--- src/rtl/tdc_pkg.sv ---
package tdc_pkg;
   function automatic logic maj3(input logic a, input logic b, input logic c);
      return (a & b) | (a & c) | (b & c);
   endfunction

   function automatic logic hit_bad(input logic [7:0] c1, input logic [7:0] c2,
                                    input logic [7:0] ld, input logic [7:0] tr,
                                    input logic [7:0] mn);
      logic bad;
      bad = (c2 <= c1) || ((c2 - c1) < mn) || (ld < c1) || (tr < ld);
      return bad;
   endfunction
endpackage

--- src/rtl/tdc_therm_dec.sv ---
module tdc_therm_dec #(
   parameter int CELLS  = 64,
   parameter bit SMOOTH = 1'b1,
   parameter int CW     = $clog2(CELLS + 1)
) (
   input  logic [CELLS-1:0] code,
   output logic [CW-1:0]    count
);
   import tdc_pkg::*;

   logic [CELLS-1:0] sm;

   generate
      if (SMOOTH) begin : g_smooth
         logic [CELLS+1:0] ext;
         assign ext = {1'b0, code, 1'b1};
         for (genvar i = 0; i < CELLS; i++) begin : g_bit
            assign sm[i] = maj3(ext[i], ext[i+1], ext[i+2]);
         end
      end else begin : g_raw
         assign sm = code;
      end
   endgenerate

   always_comb begin
      count = CW'(CELLS);
      for (int i = CELLS - 1; i >= 0; i--) begin
         if (!sm[i]) count = CW'(i);
      end
   end
endmodule

--- src/rtl/tdc_udiv.sv ---
module tdc_udiv #(
   parameter int NUM_W = 32,
   parameter int DEN_W = 7
) (
   input  logic             clk,
   input  logic             rst_n,
   input  logic             start,
   input  logic [NUM_W-1:0] num,
   input  logic [DEN_W-1:0] den,
   output logic [NUM_W-1:0] quo,
   output logic             done
);
   localparam int CNT_W = $clog2(NUM_W + 1);

   logic [DEN_W-1:0] rem_q, den_q, rem_n;
   logic [NUM_W-1:0] q_q, q_n;
   logic [CNT_W-1:0] cnt_q;
   logic [DEN_W:0]   sh;
   logic             qbit;

   always_comb begin
      sh   = {rem_q, q_q[NUM_W-1]};
      qbit = (sh >= {1'b0, den_q});
      rem_n = qbit ? DEN_W'(sh - {1'b0, den_q}) : sh[DEN_W-1:0];
      q_n  = {q_q[NUM_W-2:0], qbit};
   end

   always_ff @(posedge clk or negedge rst_n) begin
      if (!rst_n) begin
         rem_q <= '0;
         den_q <= '0;
         q_q   <= '0;
         cnt_q <= '0;
         done  <= 1'b0;
      end else if (start) begin
         rem_q <= '0;
         den_q <= den;
         q_q   <= num;
         cnt_q <= CNT_W'(NUM_W);
         done  <= 1'b0;
      end else if (cnt_q != '0) begin
         rem_q <= rem_n;
         q_q   <= q_n;
         cnt_q <= cnt_q - 1'b1;
         done  <= (cnt_q == CNT_W'(1));
      end else begin
         done  <= 1'b0;
      end
   end

   assign quo = q_q;
endmodule

--- src/rtl/dl_tdc_backend.sv ---
module dl_tdc_backend #(
   parameter int CELLS  = 64,
   parameter int CLK_PS = 25000,
   parameter int FRAC   = 10,
   parameter bit SMOOTH = 1'b1,
   parameter int CW     = $clog2(CELLS + 1),
   parameter int NUM_W  = CW + $clog2(CLK_PS + 1) + FRAC
) (
   input  logic             clk,
   input  logic             rst_n,
   input  logic             hit_done,
   input  logic [CELLS-1:0] code_lead,
   input  logic [CELLS-1:0] code_trail,
   input  logic [CELLS-1:0] code_clk1,
   input  logic [CELLS-1:0] code_clk2,
   input  logic [CW-1:0]    min_cells,
   output logic             out_valid,
   output logic             out_err,
   output logic [CW-1:0]    per_cells,
   output logic [CW-1:0]    toa_cells,
   output logic [CW-1:0]    tot_cells,
   output logic [NUM_W-1:0] toa_fx,
   output logic [NUM_W-1:0] tot_fx
);
   import tdc_pkg::*;

   localparam int NCODE = 4;
   localparam int LAT   = NUM_W + 2;

   generate
      if (CELLS < 4 || CELLS > 255) begin : g_bad_cells
         $error("dl_tdc_backend: CELLS out of range");
      end
      if (CLK_PS < 1) begin : g_bad_clk
         $error("dl_tdc_backend: CLK_PS must be positive");
      end
      if (FRAC < 0 || FRAC > 16) begin : g_bad_frac
         $error("dl_tdc_backend: FRAC out of range");
      end
      if (LAT < 3) begin : g_bad_lat
         $error("dl_tdc_backend: latency too short");
      end
   endgenerate

   logic [CELLS-1:0] codes [NCODE];
   logic [CW-1:0]    cnt   [NCODE];

   assign codes[0] = code_clk1;
   assign codes[1] = code_clk2;
   assign codes[2] = code_lead;
   assign codes[3] = code_trail;

   generate
      for (genvar k = 0; k < NCODE; k++) begin : g_dec
         tdc_therm_dec #(.CELLS(CELLS), .SMOOTH(SMOOTH), .CW(CW)) u_dec (
            .code  (codes[k]),
            .count (cnt[k])
         );
      end
   endgenerate

   logic          accept;
   logic          busy_q, start_q, err_q;
   logic [CW-1:0] per_q, dtoa_q, dtot_q;
   logic          bad_now;
   logic [7:0]    c1w, c2w, ldw, trw, mnw;

   always_comb begin
      c1w = 8'(cnt[0]);
      c2w = 8'(cnt[1]);
      ldw = 8'(cnt[2]);
      trw = 8'(cnt[3]);
      mnw = 8'(min_cells);
      bad_now = hit_bad(c1w, c2w, ldw, trw, mnw);
   end

   assign accept = hit_done && !busy_q;

   logic [1:0]       div_done;
   logic [NUM_W-1:0] div_num [2];
   logic [NUM_W-1:0] div_quo [2];

   assign div_num[0] = (NUM_W'(dtoa_q) * NUM_W'(CLK_PS)) << FRAC;
   assign div_num[1] = (NUM_W'(dtot_q) * NUM_W'(CLK_PS)) << FRAC;

   generate
      for (genvar k = 0; k < 2; k++) begin : g_div
         tdc_udiv #(.NUM_W(NUM_W), .DEN_W(CW)) u_div (
            .clk   (clk),
            .rst_n (rst_n),
            .start (start_q),
            .num   (div_num[k]),
            .den   (per_q),
            .quo   (div_quo[k]),
            .done  (div_done[k])
         );
      end
   endgenerate

   always_ff @(posedge clk or negedge rst_n) begin
      if (!rst_n) begin
         busy_q  <= 1'b0;
         start_q <= 1'b0;
         err_q   <= 1'b0;
         per_q   <= '0;
         dtoa_q  <= '0;
         dtot_q  <= '0;
      end else begin
         start_q <= accept;
         if (accept) begin
            busy_q <= 1'b1;
            err_q  <= bad_now;
            per_q  <= cnt[1] - cnt[0];
            dtoa_q <= cnt[2] - cnt[0];
            dtot_q <= cnt[3] - cnt[2];
         end else if (div_done[0]) begin
            busy_q <= 1'b0;
         end
      end
   end

   always_ff @(posedge clk or negedge rst_n) begin
      if (!rst_n) begin
         out_valid <= 1'b0;
         out_err   <= 1'b0;
         per_cells <= '0;
         toa_cells <= '0;
         tot_cells <= '0;
         toa_fx    <= '0;
         tot_fx    <= '0;
      end else begin
         out_valid <= div_done[0] && !err_q;
         out_err   <= div_done[0] && err_q;
         if (div_done[0]) begin
            per_cells <= per_q;
            toa_cells <= dtoa_q;
            tot_cells <= dtot_q;
            toa_fx    <= div_quo[0];
            tot_fx    <= div_quo[1];
         end
      end
   end
endmodule

--- config.mk ---
export PLATFORM = sky130hd
export DESIGN_NAME = dl_tdc_backend
export DESIGN_NICKNAME = d
export VERILOG_FILES = /design/src/rtl/tdc_pkg.sv /design/src/rtl/tdc_therm_dec.sv /design/src/rtl/tdc_udiv.sv /design/src/rtl/dl_tdc_backend.sv
export SDC_FILE = /design/constraint.sdc
export NUM_CORES = 1
export LEC_CHECK = 0
export ABC_CLOCK_PERIOD_IN_PS = 4600
export BUFFER_PORTS_ARGS = -buffer_cell sky130_fd_sc_hd__buf_2
export CORE_ASPECT_RATIO = 0.75
export CORE_UTILIZATION = 49
export CTS_BUF_LIST = sky130_fd_sc_hd__clkbuf_4 sky130_fd_sc_hd__clkbuf_8
export CTS_CLUSTER_SIZE = 8
export DETAILED_ROUTE_END_ITERATION = 8
export PLACE_DENSITY = 0.71
export SLEW_MARGIN = 10
export SYNTH_ARGS = -nofsm -noshare
export SYNTH_HDL_FRONTEND = slang
export SYNTH_SLANG_ARGS = --single-unit
--- constraint.sdc ---
create_clock -name clk -period 4.6 [get_ports clk]
set_input_delay 0.23 -clock clk [delete_from_list [all_inputs] [get_ports clk]]
set_output_delay 0.23 -clock clk [all_outputs]
set_load 0.01 [all_outputs]
# Word-level counts from Yosys, hierarchy flattened
# Cells that the tools add are included.
# op_classes
n_mul	2
reduce_logical	13
n_addsub	8
bitwise	1004
n_mux	274
n_lt_le_gt_ge	6
eq_ne	1
# op_table
operator	n
7-bit two-way mux	262
1-bit bitwise OR	504
1-bit bitwise AND	500
32-bit two-way mux	4
7-bit by 12-bit multiplier with 19-bit output, second input constant	2
7-bit subtractor	5
6-bit two-way mux	4
8-bit by 7-bit greater-or-equal comparator with 1-bit output	2
7-bit less-than comparator	2
6-bit nonzero test	2
6-bit by 1-bit subtractor with 6-bit output, second input constant	2
8-bit by 7-bit less-than comparator with 1-bit output	1
7-bit by 7-bit subtractor with 8-bit output	1
7-bit <= comparator	1
6-bit by 1-bit == test with 1-bit output, second input constant	1
2-bit nonzero test	3
1-bit two-way mux	4
1-bit logical AND	3
1-bit logical OR	3
1-bit zero test	2
# word_totals
out_inout_bits	87
register_bits	209
input_bits	266
wordCells	1329

# Longest topological paths before layout
# logic_depth
depth_word	71
mapped_depth	22
ltp_nobuf	21

# Cells and area by module
# Synthesis repeated with hierarchy kept, for this count alone.
# hier_totals
hier_cells	2795
area_unflattened_um2	22218.8
# by_module_without_submodules
mod	cells_each	seq_area_each_um2	n_inst	area_each_um2
tdc_therm_dec	392	0.0	4	2290.9
dl_tdc_backend	675	2777.7	1	7582.3
tdc_udiv	276	1326.3	2	2736.4

# Worst setup path before layout
# Ideal clock, no wire load.
# synth_path
path_kind	input-to-reg
start	input port code_clk1[44]
end	register err_q
stages	20
required_time_ns	4.523
n_path_buf	1
setup_time_ns	0.077
arrival_ns	3.789
setup_slack_ns	0.733
cell_sequence	clkbuf_1 xor2_1 a311o_1 or2_0 a221o_1 a21oi_1 o21ai_0 a21oi_1 ha_1 inv_1 fa_1 a21o_1 a21oi_1 o21bai_1 a21oi_1 xnor2_1 ha_1 a21oi_1 o21ai_0 a21oi_1
# synth_via
elab_chain_len	54
elab_cells_between_ends	63
classes_between	add/sub (1); order compare (3); mux (46); bitwise (10); reduce/logical (3)
# synth_lines
element	line	source
start: declaration	dl_tdc_backend.sv:14	input logic [CELLS-1:0] code_clk1,
1-bit bitwise AND	tdc_pkg.sv:3	return (a & b) | (a & c) | (b & c);
1-bit bitwise OR (2 in series)	tdc_pkg.sv:3	
7-bit two-way mux (2 in series)	tdc_therm_dec.sv:28	if (!sm[i]) count = CW'(i);
7-bit two-way mux * (44 in series)	tdc_therm_dec.sv:28	
7-bit by 7-bit subtractor with 8-bit output	tdc_pkg.sv:10	bad = (c2 <= c1) || ((c2 - c1) < mn) || (ld < c1) || (tr < ld);
8-bit by 7-bit less-than comparator with 1-bit output	tdc_pkg.sv:10	
1-bit logical OR	tdc_pkg.sv:10	
1-bit logical OR * (2 in series)	tdc_pkg.sv:10	
end signal: assignment	dl_tdc_backend.sv:112	err_q <= bad_now;
end: declaration	dl_tdc_backend.sv:63	logic busy_q, start_q, err_q;
# Every way passes the cells marked *; elsewhere a longest branch is shown, timed or not.
# A chain may end at the register's enable or synchronous reset.

# Worst setup path in the final report
# layout_path
start	register dtot_q[1]
end	register g_div[1].u_div.q_q[30]
# layout_via
elab_chain_len	2
# layout_lines
element	line	source
start: declaration	dl_tdc_backend.sv:64	logic [CW-1:0] per_q, dtoa_q, dtot_q;
start signal: assignment	dl_tdc_backend.sv:115	dtot_q <= cnt[3] - cnt[2];
7-bit by 12-bit multiplier with 19-bit output	dl_tdc_backend.sv:84	assign div_num[1] = (NUM_W'(dtot_q) * NUM_W'(CLK_PS)) << FRAC;
32-bit two-way mux	tdc_udiv.sv:35	end else if (start) begin
end signal: assignment	tdc_udiv.sv:38	q_q <= num;
end signal: assignment	tdc_udiv.sv:43	q_q <= q_n;
end: declaration	tdc_udiv.sv:16	logic [NUM_W-1:0] q_q, q_n;
# Every way passes these cells.

==> impl_metrics.tcl <==
set metrics [dict create \
    status "finished, final reports clean" \
    root_buffer "clkbuf_8" \
    dieArea_mm2 0.0436 \
    die_h_um 181 \
    area_growth_pct 12.0 \
    hold_viol_final 0 \
    synthDominantCellAreaShare 0.250 \
    cts.sinks 209 \
    ys_ff_latch 209 \
    worstHoldStart "hit_done" \
    synth_seq_area_share 0.250 \
    fin_crit_sh 0.912 \
    layout.nets 3400 \
    cp-start-kind "flop" \
    crit_chain "ha_1 -> ha_1 -> ha_1 -> inv_1 -> fa_1 -> inv_1 -> ha_1 -> a21o_1 -> a21oi_2 -> o21ai_1 -> o41ai_2 -> o2111ai_1 -> a21o_1 -> a21oi_1 -> nor4b_1 -> nor3_1" \
    pwr-share-seq 0.402 \
    drcViolationCount 0 \
    holdPathEnd "busy_q$_DFFE_PN0P_" \
    clock_skew_ps 22.2 \
    p_leak_nw 11.4 \
    final_cells 3565 \
    place_ws_ps 110 \
    switching_power_w 0.00143 \
    dpl.cell_count 3502 \
    synthMuxAreaShare 0.0727 \
    critPathKind "flop to flop" \
    yosys.area_share.simple 0.192 \
    crit_path_end_kind "flop" \
    yosys_warnings 0 \
    syn_nets 3189 \
    final.setup.tns_ps 0 \
    cpMostUsedCell "ha_1" \
    slew-limit-headroom 0.183 \
    max_freq_mhz 238 \
    p_int_w 0.00315 \
    post-dp-hpwl_um 46100 \
    r2r_start "dtot_q[1]$_DFFE_PN0P_" \
    syn_area_mm2 0.0209 \
    io_buffer_count 352 \
    swShare 0.313 \
    cp_max_fo 6 \
    antenna_found_initial 15 \
    first_global_vias 19500 \
    place_congestion 0.955 \
    rows 65 \
    min_path_type "primary input to flop" \
    postCtsSetupRepairBufs 0 \
    start_util 0.497 \
    r2r_slack_ps 400 \
    synth-edff-count 0 \
    die-width_um 241 \
    wl_per_cell_um 16.5 \
    crit_arrival_ps 4610 \
    worst_slack_ps 403 \
    vias 21100 \
    final_antenna_net_count 0 \
    r2r-end "g_div[1].u_div.quo[30]$_DFFE_PN0P_" \
    avgSynthCellArea_um2 7.59 \
    power_density_mw_per_mm2 195 \
    synth_fa_ha_area_frac 0.109 \
    cts_tree "done" \
    grt_first_pass_wirelength_um 96800 \
    synth_area_leaders "dfrtp_1 (25%), ha_1 (8.7%), nand2_1 (7.4%), o21ai_0 (6.3%), mux2_2 (5.6%)" \
    ios 353 \
    drv_slew 0 \
    wl_um 58700 \
    maxCapViolations 0 \
    p_comb_frac 0.261 \
    synth.most_common_cell "nand2_1" \
    setup_violations 0 \
    ir_worst_vdd_v 0.000177 \
    synthXorXnorAreaFrac 0.0372 \
    coreArea_mm2 0.0421 \
    cts_buffer_depth 3 \
    synth_top_family_by_area "compound AO/OA/AOI/OAI gates" \
    p_clk_frac 0.338 \
    synth_flop_cell "dfrtp_1" \
    drtPass1Iterations 5 \
    min_period_ps 4200 \
    clk_pin_slew_ps 60 \
    clk_latency_ps 540 \
    critPathTopFamily "adder cells" \
    async_flop_share 1.00 \
    crit_required_ps 5020 \
    synth_compound_area_frac 0.278 \
    timing_worst_slew_pin_value_ps 1230 \
    vias_per_cell 5.91 \
    r2r_cells 16 \
    nFillCells 4089 \
    grt_remaining_overflow 0 \
    slowest_delay_ps 490 \
    synth_cell_types 87 \
    cts_buffers 34 \
    grt.total_usage 0.266 \
    grt_start_max_net_pins 126 \
    drt-initial-drc-count 1643 \
    min_path_cells 4 \
    slowest_stage "dfrtp_1" \
    yosysTopAreaCell "dfrtp_1" \
    synth_common_cells "nand2_1 (411), o21ai_0 (263), dfrtp_1 (209), nor2_1 (208), a21oi_1 (203)" \
    rsz0062_at_grt "false" \
    htreeDepth 2 \
    path_buf_inv 2 \
    drive_gt1_frac 0.182 \
    netlist_instances 2759 \
]
## cell families (layout without fill, tap and decap cells)
| family | Yosys count | in the layout |
|---|---|---|
| flops | 209 | 209 |
| other cells | 0 | 11 |
| simple gates | 906 | 906 |
| xor+xnor | 89 | 89 |
| buf+inv | 334 | 560 |
| fa+ha+maj | 173 | 173 |
| compound gates | 909 | 909 |
| mux | 139 | 139 |
## stage by stage
stage	util	hold WS, ps	power (W)	instance area, um^2
2_1_floorplan	-	-65.6	0.00265	20900
3_3_place_gp	0.541	382	0.00302	22800
3_5_place_dp	0.541	375	0.00305	22800
4_1_cts	0.556	213	0.00461	23400
5_1_grt	0.556	243	0.00485	23400
6_report	0.557	233	0.00458	23400
## power groups by stage
stage / clock, W / sequential [W] / combinational, W
finish: 0.00155 / 0.00184 / 0.00119
global route: 0.00167 / 0.00184 / 0.00134
CTS: 0.00159 / 0.00184 / 0.00118
detailed placement: 0 / 0.00187 / 0.00117
global placement: 0 / 0.00187 / 0.00114
floorplan: 0 / 0.00187 / 0.000781
## area by class of cell
cell class	count	area, um^2	share of cell area
multi-input combinational	2216	14400	0.616
clock buffer	48	611	0.0260
tap	569	712	0.0304
sequential	209	5240	0.223
inverter	145	544	0.0232
antenna	11	27.5	0.00117
timing repair buffer	364	1860	0.0795
clock inverter	3	17.5	0.000747
## state kept, by name, summed over array words and instances, names as in the netlist, 12 cells and up
register           count
tot_fx                32
toa_fx                32
g_div.u_div.rem_q     14
g_div.u_div.cnt_q     12
g_div.u_div.quo       64
## placed cells by master, fill, tap and decap left out, types with 36 or more instances in the layout
cell | netlist | routed
dfrtp_1 | 209 | 207
nor2_1 | 208 | 208
nand2_1 | 411 | 411
xnor2_1 | 48 | 48
inv_1 | 145 | 145
clkbuf_8 | 0 | 40
ha_1 | 145 | 145
xor2_1 | 41 | 41
nand2b_1 | 48 | 48
a31oi_1 | 38 | 38
nand3_1 | 80 | 80
a21o_1 | 36 | 36
mux2_2 | 104 | 104
o211ai_1 | 56 | 56
o22ai_1 | 41 | 41
a21oi_1 | 203 | 203
buf_2 | 11 | 351
o21ai_0 | 263 | 263
## how the worst max path moves through the flow
stage               cells past startpoint                   from                            endpoint  slack, ps
global route                           16  dtoa_q[3]$_DFFE_PN0P_  g_div[0].u_div.quo[30]$_DFFE_PN0P_        140
detailed placement                     22          code_clk2[62]                   err_q$_DFFE_PN0P_        110
CTS                                    16  dtot_q[2]$_DFFE_PN0P_  g_div[1].u_div.quo[31]$_DFFE_PN0P_        390
floorplan                              20          code_clk1[44]                   err_q$_DFFE_PN0P_        730
global placement                       22          code_clk2[62]                   err_q$_DFFE_PN0P_        230
finish                                 16  dtot_q[1]$_DFFE_PN0P_  g_div[1].u_div.quo[30]$_DFFE_PN0P_        400
## metal layers
metal / global-route usage / up-vias / share of wire
met5: 0 / - / 0.00077
met4: 0.0604 / 8 / 0.016
met3: 0.0403 / 68 / 0.062
met2: 0.423 / 682 / 0.45
met1: 0.379 / 9853 / 0.47
li1: - / 10400 / -
## worst min-delay path, stage by stage
cell	delay [ps]
buf_2	100
nand2_1	50
buf_4	220
o21ai_0	100
## repair_timing
action                                 in CTS  in global routing
gates resized for setup                     0                  0
endpoints found under the hold margin     123                  0
hold buffers                                1                  0
Note: power is estimated with default switching activity, not from simulation.
